## config.mk

```make
export PLATFORM = sky130hd
export DESIGN_NAME = ipi_tmr_unit
export DESIGN_NICKNAME = d
export VERILOG_FILES = /design/src/rtl/ipi_tmr_pkg.sv /design/src/rtl/ipi_tmr_decode.sv /design/src/rtl/ipi_tmr_pend.sv /design/src/rtl/ipi_tmr_unit.sv
export SDC_FILE = /design/constraint.sdc
export NUM_CORES = 1
export LEC_CHECK = 0
export BUFFER_PORTS_ARGS = -buffer_cell sky130_fd_sc_hd__buf_2
export CAP_MARGIN = 20
export CORE_ASPECT_RATIO = 1.5
export CORE_MARGIN = 2
export CORE_UTILIZATION = 36
export DETAILED_ROUTE_END_ITERATION = 16
export PLACE_DENSITY = 0.81
export RECOVER_POWER = 100
export REMOVE_ABC_BUFFERS = 1
export SLEW_MARGIN = 20
export SYNTH_ARGS = -nofsm -noshare
export SYNTH_HDL_FRONTEND = slang
export SYNTH_SLANG_ARGS = --single-unit
export TNS_END_PERCENT = 100
```

## constraint.sdc

```tcl
create_clock -name clk -period 1.05 [get_ports clk]
set_input_delay 0 -clock clk [delete_from_list [all_inputs] [get_ports clk]]
set_output_delay 0 -clock clk [all_outputs]
set_load 0.02 [all_outputs]
```

## src/rtl/ipi_tmr_pkg.sv

```systemverilog
package ipi_tmr_pkg;
    typedef enum logic [1:0] {
        REG_CTRL    = 2'd0,
        REG_IPI_CLR = 2'd1,
        REG_TMR_CLR = 2'd2,
        REG_IPI_SET = 2'd3
    } reg_idx_e;

    localparam int CTRL_REQ_LSB  = 12;
    localparam int CTRL_CLR_LSB  = 8;
    localparam int CTRL_TCLR_LSB = 4;
    localparam int CTRL_ACK_BIT  = 28;
    localparam int CTRL_OPS_MSB  = 15;
endpackage

```

## src/rtl/ipi_tmr_decode.sv

```systemverilog
module ipi_tmr_decode
    import ipi_tmr_pkg::*;
#(
    parameter int NCPU = 4,
    parameter int DW   = 64
) (
    input  logic            wr_en_i,
    input  logic [1:0]      addr_i,
    input  logic [DW-1:0]   wdata_i,
    output logic [NCPU-1:0] set_o,
    output logic [NCPU-1:0] clr_o,
    output logic [NCPU-1:0] tclr_o,
    output logic            err_o
);
    always_comb begin
        set_o  = '0;
        clr_o  = '0;
        tclr_o = '0;
        err_o  = 1'b0;
        if (wr_en_i) begin
            unique case (reg_idx_e'(addr_i))
                REG_CTRL: begin
                    set_o  = wdata_i[CTRL_REQ_LSB  +: NCPU];
                    clr_o  = wdata_i[CTRL_CLR_LSB  +: NCPU];
                    tclr_o = wdata_i[CTRL_TCLR_LSB +: NCPU];
                    err_o  = (wdata_i[CTRL_OPS_MSB:CTRL_TCLR_LSB] == '0)
                             && !wdata_i[CTRL_ACK_BIT];
                end
                REG_IPI_CLR: clr_o  = wdata_i[NCPU-1:0];
                REG_TMR_CLR: tclr_o = wdata_i[NCPU-1:0];
                REG_IPI_SET: set_o  = wdata_i[NCPU-1:0];
                default: ;
            endcase
        end
    end
endmodule

```

## src/rtl/ipi_tmr_pend.sv

```systemverilog
module ipi_tmr_pend #(
    parameter int NCPU = 4
) (
    input  logic            clk,
    input  logic            rst_n,
    input  logic [NCPU-1:0] set_i,
    input  logic [NCPU-1:0] clr_i,
    input  logic [NCPU-1:0] tclr_i,
    input  logic            tick_i,
    output logic [NCPU-1:0] ipi_o,
    output logic [NCPU-1:0] tmr_o,
    output logic            redund_o
);
    typedef struct packed {
        logic [NCPU-1:0] ipi;
        logic [NCPU-1:0] tmr;
        logic            redund;
    } pend_t;

    pend_t st_d, st_q;

    always_comb begin
        st_d        = st_q;
        st_d.ipi    = (st_q.ipi & ~clr_i) | set_i;
        st_d.tmr    = tick_i ? '1 : (st_q.tmr & ~tclr_i);
        st_d.redund = (|(set_i & st_q.ipi)) || (|(clr_i & ~st_q.ipi & ~set_i));
    end

    always_ff @(posedge clk or negedge rst_n) begin
        if (!rst_n) st_q <= '0;
        else        st_q <= st_d;
    end

    assign ipi_o    = st_q.ipi;
    assign tmr_o    = st_q.tmr;
    assign redund_o = st_q.redund;

    AST_REQ_SETS: assert property (@(posedge clk) disable iff (!rst_n)
        (|set_i) |=> ((ipi_o & $past(set_i)) == $past(set_i)));
    AST_CLR_DROPS: assert property (@(posedge clk) disable iff (!rst_n)
        (|(clr_i & ~set_i)) |=> ((ipi_o & $past(clr_i & ~set_i)) == '0));
    AST_TICK_ALL: assert property (@(posedge clk) disable iff (!rst_n)
        tick_i |=> (&tmr_o));
    AST_IDLE_HOLD: assert property (@(posedge clk) disable iff (!rst_n)
        (!tick_i && set_i == '0 && clr_i == '0 && tclr_i == '0)
        |=> ($stable(ipi_o) && $stable(tmr_o) && !redund_o));
endmodule

```

## src/rtl/ipi_tmr_unit.sv

```systemverilog
module ipi_tmr_unit
    import ipi_tmr_pkg::*;
#(
    parameter int NCPU = 4,
    parameter int DW   = 64,
    localparam int CW  = (NCPU > 1) ? $clog2(NCPU) : 1
) (
    input  logic            clk,
    input  logic            rst_n,
    input  logic            wr_en,
    input  logic            rd_en,
    input  logic [1:0]      addr,
    input  logic [DW-1:0]   wdata,
    input  logic [CW-1:0]   cpu_id,
    input  logic            tick,
    output logic [DW-1:0]   rdata,
    output logic            rvalid,
    output logic [NCPU-1:0] ipi_irq,
    output logic [NCPU-1:0] tmr_irq,
    output logic            redundant,
    output logic            cfg_err
);
    logic [NCPU-1:0] set_m, clr_m, tclr_m;
    logic            err_c;

    ipi_tmr_decode #(.NCPU(NCPU), .DW(DW)) u_dec (
        .wr_en_i (wr_en),
        .addr_i  (addr),
        .wdata_i (wdata),
        .set_o   (set_m),
        .clr_o   (clr_m),
        .tclr_o  (tclr_m),
        .err_o   (err_c)
    );

    ipi_tmr_pend #(.NCPU(NCPU)) u_pend (
        .clk      (clk),
        .rst_n    (rst_n),
        .set_i    (set_m),
        .clr_i    (clr_m),
        .tclr_i   (tclr_m),
        .tick_i   (tick),
        .ipi_o    (ipi_irq),
        .tmr_o    (tmr_irq),
        .redund_o (redundant)
    );

    typedef struct packed {
        logic [DW-1:0] rdata;
        logic          rvalid;
        logic          err;
    } port_t;

    port_t pt_d, pt_q;

    always_comb begin
        pt_d        = '0;
        pt_d.err    = err_c;
        pt_d.rvalid = rd_en;
        if (rd_en) begin
            unique case (reg_idx_e'(addr))
                REG_CTRL: begin
                    pt_d.rdata[CTRL_CLR_LSB  +: NCPU] = ipi_irq;
                    pt_d.rdata[CTRL_TCLR_LSB +: NCPU] = tmr_irq;
                    pt_d.rdata[CW-1:0]                = cpu_id;
                end
                REG_TMR_CLR: pt_d.rdata[NCPU-1:0] = tmr_irq;
                default:     pt_d.rdata[NCPU-1:0] = ipi_irq;
            endcase
        end
    end

    always_ff @(posedge clk or negedge rst_n) begin
        if (!rst_n) pt_q <= '0;
        else        pt_q <= pt_d;
    end

    assign rdata   = pt_q.rdata;
    assign rvalid  = pt_q.rvalid;
    assign cfg_err = pt_q.err;

    AST_ERR_SOURCE: assert property (@(posedge clk) disable iff (!rst_n)
        cfg_err |-> ($past(wr_en) && $past(addr) == REG_CTRL));
    AST_RVALID_LAG: assert property (@(posedge clk) disable iff (!rst_n)
        rd_en |=> rvalid);
    AST_ERR_NO_CHANGE: assert property (@(posedge clk) disable iff (!rst_n)
        (err_c && !tick) |=> ($stable(ipi_irq) && $stable(tmr_irq)));
endmodule

```

==> run_results.csv <==
group,metric,value,unit
synthesis,avgSynthCellArea,9.90,sq um
clock_network,clock_path_buffers,2,
synthesis,synth_area_leaders,"dfrtp_1 38%, buf_4 26%, a22o_1 4.7%",
power_and_ir_drop,intPower,0.00147,W
sta,grt_setup_unrepaired,"yes",
setup_path,ff2ff_setup_slack,0.07,ns
sta,fmax,0.961,GHz
cells_and_area,fin_cells,256,
setup_path,critPathMaxFanout,4,
cells_and_area,final_area,0.00171,sq mm
grt,first_global_vias,1075,
grt,grt_pass1_wl,4950,um
setup_path,timing.rr.end,"u_pend.redund_o",
clock_network,clk_latency,0.26,ns
synthesis,ys_types,26,
floorplan,fp.dieH,82.9,um
route,ant_nets,0,
hold_path,hold_class,"in2reg",
synthesis,ys_warn_count,0,
synthesis,yosys_register_bits,23,
placed_design,dpl.hpwl,2650,um
grt,track_usage,0.134,
grt,grt_remaining_overflow,0,
synthesis,yosysTopAreaCell,"dfrtp_1",
setup_path,crit_required,1.24,ns
hold_path,min_path_cells,3,
sta,fin_crit,1.04,ns
setup_path,worstRegToRegCells,3,
route,first_pass_iters,4,
placed_design,gp_congestion,0.800,
grt,antenna_found_initial,0,
sta,slew_headroom,0.636,
setup_path,worstPathArrival,1.23,ns
power_and_ir_drop,vdd_drop_max,0.000626,V
clock_network,cts-buffers-inserted,3,
cells_and_area,area_growth,14.6,%
power_and_ir_drop,p_comb_frac,0.311,
setup_path,end_kind,"register",
setup_path,start_kind,"input pin",
floorplan,fp-row-count,28,
floorplan,core_region_area,0.00396,sq mm
job,max_cap_violations,0,
clock_network,clk_pin_slew_worst_paths,0.07,ns
grt,grt_max_degree,24,
route,viasPerCell,4.59,
run_status,status,"finished, final reports clean",
floorplan,die_area,0.00470,sq mm
route,num_vias,1174,
placed_design,port_buffers,48,
power_and_ir_drop,powerDensity,1320,mW/mm^2
synthesis,async_reset_ff_frac,1.00,
sta,drv_slew,0,
cells_and_area,finalNetCount,289,
power_and_ir_drop,clock_power_share,0.234,
hold_path,min-delay-start,"cpu_id[1]",
placed_design,post_dp_cell_area,0.00165,sq mm
synthesis,syn_area,0.00150,sq mm
synthesis,synth_edf_count,0,
clock_network,cts.sinks,23,
floorplan,start_util,0.378,
setup_path,r2r_start,"u_pend.ipi_o[3]",
clock_network,cts_tree,"done",
sta,fin_worst_skew,0.00135,ns
sta,hold_viol,0,
power_and_ir_drop,p_sw_frac,0.351,
route,drt-wirelength-per-cell,12.3,um
synthesis,ys.flop_type,"dfrtp_1",
clock_network,h-tree-depth,1,
placed_design,placedCellCount,249,
power_and_ir_drop,switching_power,0.000792,W
power_and_ir_drop,pwr-share-seq,0.456,
clock_network,root_buffer,"clkbuf_8",
cells_and_area,n_fill_cell,418,
synthesis,synth_top_area_frac,0.385,
route,drc_errors,0,
sta,worstMarginPinSlew,0.545,ns
floorplan,die_w,56.6,um
cells_and_area,drive_gt1_frac,0.261,
sta,setup_viol_count_final,0,
route,wl,3160,um
power_and_ir_drop,power_leakage,0.919,nW
setup_path,crit_type,"in2reg",
cells_and_area,fin_util,0.433,
route,first_iter_violations,22,
floorplan,ios,148,
hold_path,hold_end,"rdata[1]",
sta,min_period_over_period,0.991,
synthesis,synthCells,151,
cells_and_area,diodes,0,
synthesis,yosysSeqAreaShare,0.385,
## layout make-up
class                           instances  area [sq um]  share of cell area
Clock buffer                            4          45.0              0.0263
Inverter                                2          7.51             0.00438
Multi-Input combinational cell        120           694               0.405
Sequential cell                        23           576               0.336
Tap cell                               45          56.3              0.0329
Timing Repair Buffer                   62           334               0.195
## cell usage after synthesis, types with 2 or more instances
cell type,count
ha_1,4
a22oi_1,8
buf_2,2
nor2b_1,2
dfrtp_1,23
nor4b_1,2
inv_1,2
nand3b_1,2
nor2_1,3
nor2_2,2
a22oi_2,2
a21boi_1,2
a21o_1,8
o32a_1,2
clkbuf_1,2
a22o_1,8
and3_1,8
nand2_1,10
buf_4,52
## layer usage
| layer | wire [um] | up-vias | track usage | share of wire |
|---|---|---|---|---|
| met2 | 1690 | 92 | 0.251 | 0.54 |
| met5 | 0 | - | 0 | 0 |
| met3 | 342 | 4 | 0.00779 | 0.11 |
| met4 | 59 | 0 | 0.0714 | 0.019 |
| li1 | - | 536 | - | - |
| met1 | 1060 | 542 | 0.144 | 0.34 |
## logic make-up after synthesis
family,after synthesis,synth area share
AOI/OAI and AO/OA,30,0.167
buffers and inverters,59,0.285
and+or+nand+nor,34,0.126
DFF,23,0.385
other,1,0.00251
adders and majority gates,4,0.0335
## sequential cells by signal, summed over array words and instances (netlist names)
name,cells
rdata,12
u_pend.ipi_o,4
u_pend.tmr_o,4
cfg_err,1
rvalid,1
u_pend.redund_o,1
## cell usage in the layout, fill, tap and decap left out, types with 2 or more instances in the layout
master / n
a22oi_1: 8
nor2_2: 4
a21boi_1: 2
buf_2: 32
and3_1: 8
dfrtp_1: 23
conb_1: 52
nand3b_1: 2
inv_1: 2
dlygate4sd3_1: 3
o32a_1: 2
nor2b_1: 2
clkbuf_8: 3
buf_4: 11
ha_1: 3
clkbuf_1: 16
a22oi_2: 2
a21o_1: 8
nor4b_1: 2
a22o_1: 8
nand2_1: 10
## worst max path at each step
stage | slack, ns | cells past startpoint | startpoint | endpoint
after global placement | -0.22 | 7 | addr[0] | u_pend.redund_o
final | 0.01 | 7 | addr[0] | u_pend.redund_o
after floorplan | -0.18 | 6 | addr[0] | u_pend.redund_o
after global routing | -0.06 | 7 | addr[1] | u_pend.redund_o
after detailed placement | -0.26 | 7 | addr[0] | u_pend.redund_o
after CTS | 0.02 | 7 | addr[0] | u_pend.redund_o
## power by group through the flow
stage | logic (W) | registers, W | clock network [W]
3_5_place_dp | 0.000701 | 0.00105 | 0
5_1_grt | 0.000758 | 0.00104 | 0.000577
4_1_cts | 0.000710 | 0.00103 | 0.000552
6_report | 0.000701 | 0.00103 | 0.000528
2_1_floorplan | 0.000323 | 0.00114 | 0
3_3_place_gp | 0.000689 | 0.00104 | 0
## stage by stage
| step | setup TNS [ns] | hold WS [ns] | power [W] | setup slack, ns |
|---|---|---|---|---|
| after global routing | -0.0567 | 0.0400 | 0.00237 | -0.0567 |
| after global placement | -1.72 | -0.0122 | 0.00173 | -0.220 |
| after floorplan | -0.445 | -0.296 | 0.00146 | -0.180 |
| after detailed placement | -2.28 | 0.00129 | 0.00175 | -0.261 |
| final | 0 | 0.0382 | 0.00226 | 0.00969 |
| after CTS | 0 | 0.0330 | 0.00229 | 0.0169 |
## timing repair
item / in CTS / in global routing
hold buffers: 3 / 0
resized for setup: 0 / 4
endpoints found under the hold margin: 28 / 0
setup buffers: 0 / 0
endpoints found under the setup margin: 0 / 6
## critical path, stage by stage
cell and delay (ns):
buf_2 0.11, buf_4 0.13, ha_1 0.26, a22oi_1 0.23, nor2_2 0.07, o32a_1 0.33
nand4_1 0.10
Note: power is estimated with default switching activity, not from simulation.
